$ cat src/rtl/apb_ret_pkg.sv
`timescale 1ns/1ps
package apb_ret_pkg;

  // Strobes from the decode control to the return datapath.
  typedef struct packed {
    logic idle;       // no transfer on the bus
    logic hit;        // transfer addresses a mapped completer
    logic errAccess;  // unmapped address, access phase
  } retCtrl_t;

endpackage

$ cat src/rtl/apbRetDecode.sv
`timescale 1ns/1ps
module apbRetDecode
  import apb_ret_pkg::*;
#(
  parameter int NUM_TGT = 4,
  parameter int ADDR_W  = 12,
  parameter int IDX_W   = 2,
  parameter logic [NUM_TGT*ADDR_W-1:0] BASE_LIST = '0,
  parameter logic [NUM_TGT*ADDR_W-1:0] SIZE_LIST = '0
) (
  input  logic               mPsel,
  input  logic               mPenable,
  input  logic [ADDR_W-1:0]  mPaddr,
  output logic [NUM_TGT-1:0] cPsel,
  output logic [IDX_W-1:0]   selIdx,
  output retCtrl_t           ctrl
);

  logic [NUM_TGT-1:0] hitVec;
  logic               found;

  // One window comparator per completer; widened by a bit so base+size cannot wrap.
  for (genvar i = 0; i < NUM_TGT; i++) begin : g_win
    localparam logic [ADDR_W-1:0] WIN_BASE = BASE_LIST[i*ADDR_W +: ADDR_W];
    localparam logic [ADDR_W-1:0] WIN_SIZE = SIZE_LIST[i*ADDR_W +: ADDR_W];
    logic [ADDR_W:0] addrWide;
    logic [ADDR_W:0] loBound;
    logic [ADDR_W:0] hiBound;
    assign addrWide  = {1'b0, mPaddr};
    assign loBound   = {1'b0, WIN_BASE};
    assign hiBound   = {1'b0, WIN_BASE} + {1'b0, WIN_SIZE};
    assign hitVec[i] = (addrWide >= loBound) && (addrWide < hiBound);
  end

  // Lowest-index hit wins, so overlapping windows still give a single select.
  always_comb begin
    selIdx = '0;
    found  = 1'b0;
    for (int i = NUM_TGT - 1; i >= 0; i--) begin
      if (hitVec[i]) begin
        selIdx = IDX_W'(i);
        found  = 1'b1;
      end
    end
  end

  always_comb begin
    for (int i = 0; i < NUM_TGT; i++) begin
      cPsel[i] = mPsel && found && (selIdx == IDX_W'(i));
    end
  end

  always_comb begin
    ctrl.idle      = !mPsel;
    ctrl.hit       = mPsel && found;
    ctrl.errAccess = mPsel && !found && mPenable;
  end

endmodule

$ cat src/rtl/apbRetMux.sv
`timescale 1ns/1ps
module apbRetMux
  import apb_ret_pkg::*;
#(
  parameter int NUM_TGT = 4,
  parameter int DATA_W  = 32,
  parameter int IDX_W   = 2
) (
  input  retCtrl_t                   ctrl,
  input  logic [IDX_W-1:0]           selIdx,
  input  logic [NUM_TGT-1:0]         cPready,
  input  logic [NUM_TGT*DATA_W-1:0]  cPrdata,
  input  logic [NUM_TGT-1:0]         cPslverr,
  output logic                       mPready,
  output logic [DATA_W-1:0]          mPrdata,
  output logic                       mPslverr
);

  logic              pickReady;
  logic [DATA_W-1:0] pickData;
  logic              pickErr;

  // Select the addressed completer's return; other completers never reach the output.
  always_comb begin
    pickReady = 1'b1;
    pickData  = '0;
    pickErr   = 1'b0;
    for (int i = 0; i < NUM_TGT; i++) begin
      if (selIdx == IDX_W'(i)) begin
        pickReady = cPready[i];
        pickData  = cPrdata[i*DATA_W +: DATA_W];
        pickErr   = cPslverr[i];
      end
    end
  end

  always_comb begin
    mPready  = 1'b1;
    mPrdata  = '0;
    mPslverr = 1'b0;
    if (ctrl.hit) begin
      mPready  = pickReady;
      mPrdata  = pickData;
      mPslverr = pickErr;
    end else if (ctrl.errAccess) begin
      mPslverr = 1'b1;
    end
  end

endmodule

$ cat src/rtl/apbRetReadyMon.sv
`timescale 1ns/1ps
module apbRetReadyMon #(
  parameter int NUM_TGT = 4,
  parameter int IDX_W   = 2
) (
  input  logic               pclk,
  input  logic               presetn,
  input  logic [NUM_TGT-1:0] cPsel,
  input  logic [NUM_TGT-1:0] cPready,
  output logic               violFlag,
  output logic [IDX_W-1:0]   violIdx
);

  logic [NUM_TGT-1:0] seenMask;
  logic [NUM_TGT-1:0] offendNow;

  assign offendNow = ~cPsel & ~cPready;

  always_ff @(posedge pclk or negedge presetn) begin
    if (!presetn) seenMask <= '0;
    else          seenMask <= seenMask | offendNow;
  end

  assign violFlag = |seenMask;

  // The lowest bit set in the sticky mask gives the running minimum index.
  always_comb begin
    violIdx = '0;
    for (int i = NUM_TGT - 1; i >= 0; i--) begin
      if (seenMask[i]) violIdx = IDX_W'(i);
    end
  end

endmodule

$ cat src/rtl/apb_ready_return.sv
`timescale 1ns/1ps
module apb_ready_return
  import apb_ret_pkg::*;
#(
  parameter int NUM_TGT = 4,
  parameter int ADDR_W  = 12,
  parameter int DATA_W  = 32,
  parameter logic [NUM_TGT*ADDR_W-1:0] BASE_LIST = {12'h300, 12'h200, 12'h100, 12'h000},
  parameter logic [NUM_TGT*ADDR_W-1:0] SIZE_LIST = {12'h100, 12'h080, 12'h100, 12'h100},
  localparam int IDX_W = (NUM_TGT > 1) ? $clog2(NUM_TGT) : 1
) (
  input  logic                      pclk,
  input  logic                      presetn,
  input  logic                      mPsel,
  input  logic                      mPenable,
  input  logic [ADDR_W-1:0]         mPaddr,
  input  logic                      mPwrite,
  input  logic [DATA_W-1:0]         mPwdata,
  output logic                      mPready,
  output logic [DATA_W-1:0]         mPrdata,
  output logic                      mPslverr,
  output logic [NUM_TGT-1:0]        cPsel,
  output logic                      cPenable,
  output logic [ADDR_W-1:0]         cPaddr,
  output logic                      cPwrite,
  output logic [DATA_W-1:0]         cPwdata,
  input  logic [NUM_TGT-1:0]        cPready,
  input  logic [NUM_TGT*DATA_W-1:0] cPrdata,
  input  logic [NUM_TGT-1:0]        cPslverr,
  output logic                      violFlag,
  output logic [IDX_W-1:0]          violIdx
);

  retCtrl_t         ctrl;
  logic [IDX_W-1:0] selIdx;

  assign cPenable = mPenable;
  assign cPaddr   = mPaddr;
  assign cPwrite  = mPwrite;
  assign cPwdata  = mPwdata;

  apbRetDecode #(
    .NUM_TGT(NUM_TGT), .ADDR_W(ADDR_W), .IDX_W(IDX_W),
    .BASE_LIST(BASE_LIST), .SIZE_LIST(SIZE_LIST)
  ) decode_i (
    .mPsel(mPsel), .mPenable(mPenable), .mPaddr(mPaddr),
    .cPsel(cPsel), .selIdx(selIdx), .ctrl(ctrl)
  );

  apbRetMux #(
    .NUM_TGT(NUM_TGT), .DATA_W(DATA_W), .IDX_W(IDX_W)
  ) mux_i (
    .ctrl(ctrl), .selIdx(selIdx),
    .cPready(cPready), .cPrdata(cPrdata), .cPslverr(cPslverr),
    .mPready(mPready), .mPrdata(mPrdata), .mPslverr(mPslverr)
  );

  apbRetReadyMon #(
    .NUM_TGT(NUM_TGT), .IDX_W(IDX_W)
  ) mon_i (
    .pclk(pclk), .presetn(presetn),
    .cPsel(cPsel), .cPready(cPready),
    .violFlag(violFlag), .violIdx(violIdx)
  );

endmodule

$ cat config.mk
export PLATFORM = sky130hd
export DESIGN_NAME = apb_ready_return
export DESIGN_NICKNAME = d
export VERILOG_FILES = /design/src/rtl/apb_ret_pkg.sv /design/src/rtl/apbRetDecode.sv /design/src/rtl/apbRetMux.sv /design/src/rtl/apbRetReadyMon.sv /design/src/rtl/apb_ready_return.sv
export SDC_FILE = /design/constraint.sdc
export NUM_CORES = 1
export LEC_CHECK = 0
export ABC_AREA = 1
export CAP_MARGIN = 10
export CORE_AREA = 3 3 105 107
export DETAILED_ROUTE_END_ITERATION = 16
export DIE_AREA = 0 0 108 110
export PLACE_DENSITY = 0.7
export SLEW_MARGIN = 10
export SYNTH_ARGS = -nofsm -noshare
export SYNTH_HDL_FRONTEND = slang
export SYNTH_SLANG_ARGS = --single-unit
$ cat constraint.sdc
create_clock -name pclk -period 1.05 [get_ports pclk]
set_clock_uncertainty 0.05 [all_clocks]
set_input_delay 0.105 -clock pclk [delete_from_list [all_inputs] [get_ports pclk]]
set_output_delay 0.105 -clock pclk [all_outputs]
set_load 0.1 [all_outputs]
==> impl_metrics.csv <==
group,metric,value,unit
timing,max_freq,640,MHz
routing,detailroute.via_count,3164,
power,seq_power_share,0.063,
synthesis,mappedNetlistNets,565,
die,dieArea,11900,sq um
routing,met1_length,3880,um
clock_tree,number_of_sinks_on_the_clock_net,4,
grt,grt_antenna_before_repair,0,
final_layout,top_registers,"mon_i.seenMask (4)",
timing,finalHoldViolations,0,
die,row_count,37,
final_layout,finalInstanceArea,5260,sq um
synthesis,postSynthCellCount,380,
synthesis,ys.warnings.count,0,
synthesis,synth_sequential_area_ratio,0.0535,
timing,grt_setup_unrepaired,"true",
setup_path,r2r_setup_slack,0.22,ns
final_layout,largest_register,"mon_i.seenMask",
final_layout,finalNetCount,745,
grt,grtUsageTotal,0.166,
power,power.net_switching,0.00109,W
clock_tree,cts_max_path_buffers,2,
timing,setup_tns,-18.30,ns
routing,drt-total-wl,11200,um
power,cell_internal_pwr,0.00138,W
timing,worstMarginPinSlew,0.293,ns
timing,final_slew_violations,0,
power,pwr_density_cell,469,nW/um^2
run,drv.max_cap_violation_count,0,
setup_path,worstPathMaxFanout,7,
synthesis,avgSynthCellArea,4.92,sq um
clock_tree,ctsHoldBuffers,0,
final_layout,fillers,949,
hold_path,timing.hold.worst.class,"in -> async",
final_layout,antenna-diode-count,0,
power,power.leakage,2.23,nW
final_layout,syn_to_final_growth,181,%
power,pwr-share-clk,0.134,
clock_tree,cts.htree.levels,1,
placement,port-buffer-count,191,
outcome,violations,"negative setup slack",
routing,drt_wl_cell,16.1,um
synthesis,postSynthRegisterBits,4,
routing,highest-signal-layer,"met4",
routing,drc,0,
timing,finalWorstPathRequiredPeriod,1.56,ns
power,combinationalPowerShare,0.803,
final_layout,largest_reg_flops,4,
grt,largest_net_degree_at_the_start_of_global_routing,33,
clock_tree,cts.reportedPaths.clkPinSlew,0.03,ns
timing,min_period_over_period,1.49,
clock_tree,cts_root_buffer,"sky130_fd_sc_hd__clkbuf_8",
grt,overflow,0,
routing,postRouteAntennaNets,0,
die,boundaryPins,272,
synthesis,ys_types,22,
routing,drt_iter0_markers,170,
placement,place_hpwl,8600,um
routing,routed-wl-met2,6070,um
grt,grt_first_pass_wirelength,15800,um
clock_tree,tritoncts,"yes",
power,power.ir.vdd_worst,0.576,mV
placement,placed_cell_area,4670,sq um
clock_tree,clkLatencyLatePin,0.22,ns
setup_path,crit_path_arrival_time,1.41,ns
final_layout,final_layout_size_suffix_gt1_frac,0.446,
routing,vias_per_cell,4.56,
grt,vias_in_the_first_global_route,3165,
power,power_switching_share,0.440,
clock_tree,inserted_clock_buffers,3,
routing,drt-pass1-iter-count,4,
die,placeableCoreArea,10200,sq um
setup_path,criticalPathCategory,"in -> out",
die,die_width,108,um
timing,timing.max_slew.rel_slack,0.803,
setup_path,cp-start-kind,"input pin",
setup_path,cp_data_required_time,0.89,ns
routing,dr_wl_met3,961,um
die,initial_utilization,0.183,
synthesis,syn_area,1870,sq um
timing,setup_viol_count_final,43,
die,die_y,110,um
timing,final.setup.worst_slack,-0.512,ns
outcome,result_of_the_run,"finished with violations",
setup_path,crit_end_element,"primary output",
placement,globalplace.congestion,0.754,
==> final timing paths <==
| path | end | start | cells past startpoint |
|---|---|---|---|
| setup / recovery | mPrdata[17] | mPaddr[10] | 10 |
| hold / removal | mon_i.seenMask[3] | presetn | 1 |
| setup reg to reg | mon_i.seenMask[0] | mon_i.seenMask[0] | 2 |
| hold reg to reg | mon_i.seenMask[3] | mon_i.seenMask[3] | 1 |
| max in group asynchronous | mon_i.seenMask[0] | presetn | 1 |
| min in group pclk | cPwdata[14] | mPwdata[14] | 0 |
==> cells in the mapped netlist, drive strengths merged <==
library cell / number / area, sq um
a21oi: 3 / 18.8
nor4: 1 / 6.26
clkbuf: 4 / 15.0
nor2: 72 / 280
nand4: 2 / 12.5
nand3: 40 / 210
inv: 14 / 52.6
o211ai: 1 / 7.51
nor3: 1 / 5.00
nand2: 139 / 524
o21bai: 2 / 15.0
o21ai: 34 / 170
dfrtp: 4 / 100
buf: 63 / 453
==> per-stage QoR <==
stage          utilization  power (W)  hold WS, ns  setup slack [ns]  std cells
6_report             0.514    0.00247       0.0412            -0.512        694
5_1_grt              0.514    0.00259       0.0532            -0.580        694
4_1_cts              0.487    0.00240       0.0417            -0.495        690
3_5_place_dp         0.457    0.00196        0.161             -1.02        680
3_3_place_gp         0.457    0.00194        0.161            -0.969        680
2_1_floorplan            -    0.00172       -0.241            -0.644        380
==> per-layer routing <==
| metal | track usage | up-vias |
|---|---|---|
| met5 | 0 | - |
| met4 | 0.0559 | 0 |
| met3 | 0.0367 | 32 |
| met2 | 0.328 | 175 |
| met1 | 0.173 | 1445 |
| li1 | - | 1512 |
==> critical path, stage by stage <==
cell                      delay (ns)
sky130_fd_sc_hd__buf_8          0.10
sky130_fd_sc_hd__nor2_4         0.15
sky130_fd_sc_hd__nand4_1        0.20
sky130_fd_sc_hd__inv_4          0.21
sky130_fd_sc_hd__buf_12         0.17
sky130_fd_sc_hd__nand2_2        0.05
sky130_fd_sc_hd__nand2_2        0.06
sky130_fd_sc_hd__nor2_2         0.05
sky130_fd_sc_hd__nor2_4         0.12
sky130_fd_sc_hd__buf_12         0.18
==> what timing repair did <==
action,4_1_cts,5_1_grt
endpoints found under the setup margin,50,43
gates resized for setup,108,73
buffers inserted,9,2
pin swaps,21,38
gates cloned,2,4
==> cell usage in the layout, fill, tap and decap left out, types with 10 or more instances in the layout <==
master,n
sky130_fd_sc_hd__clkdlybuf4s50_1,137
sky130_fd_sc_hd__nand2_1,98
sky130_fd_sc_hd__buf_12,54
sky130_fd_sc_hd__nor2_4,42
sky130_fd_sc_hd__nand3_1,35
sky130_fd_sc_hd__buf_4,31
sky130_fd_sc_hd__nand2_2,30
sky130_fd_sc_hd__nor2_2,29
sky130_fd_sc_hd__o21ai_1,21
sky130_fd_sc_hd__o21ai_2,10
==> final cells by class <==
class | count | area [sq um] | area share
Clock buffer | 3 | 41.3 | 0.00786
Multi-Input combinational cell | 295 | 1920 | 0.365
Tap cell | 136 | 170 | 0.0324
Timing Repair Buffer | 242 | 2960 | 0.563
Inverter | 14 | 65.1 | 0.0124
Sequential cell | 4 | 101 | 0.0193
==> power by group through the flow <==
| stage | Clock, W | Combinational (W) | Sequential [W] |
|---|---|---|---|
| final | 0.000330 | 0.00198 | 0.000155 |
| after global routing | 0.000350 | 0.00208 | 0.000155 |
| after CTS | 0.000341 | 0.00190 | 0.000155 |
| after detailed placement | 0 | 0.00181 | 0.000157 |
| after global placement | 0 | 0.00178 | 0.000157 |
| after floorplan | 0 | 0.00156 | 0.000157 |
==> cell families after synthesis <==
kind of cell | Yosys count | share of synthesized area
simple gates | 255 | 0.555
buf+inv | 81 | 0.278
compound gates | 40 | 0.113
flops | 4 | 0.0535
No activity file was read; power rests on OpenSTA's default activity.
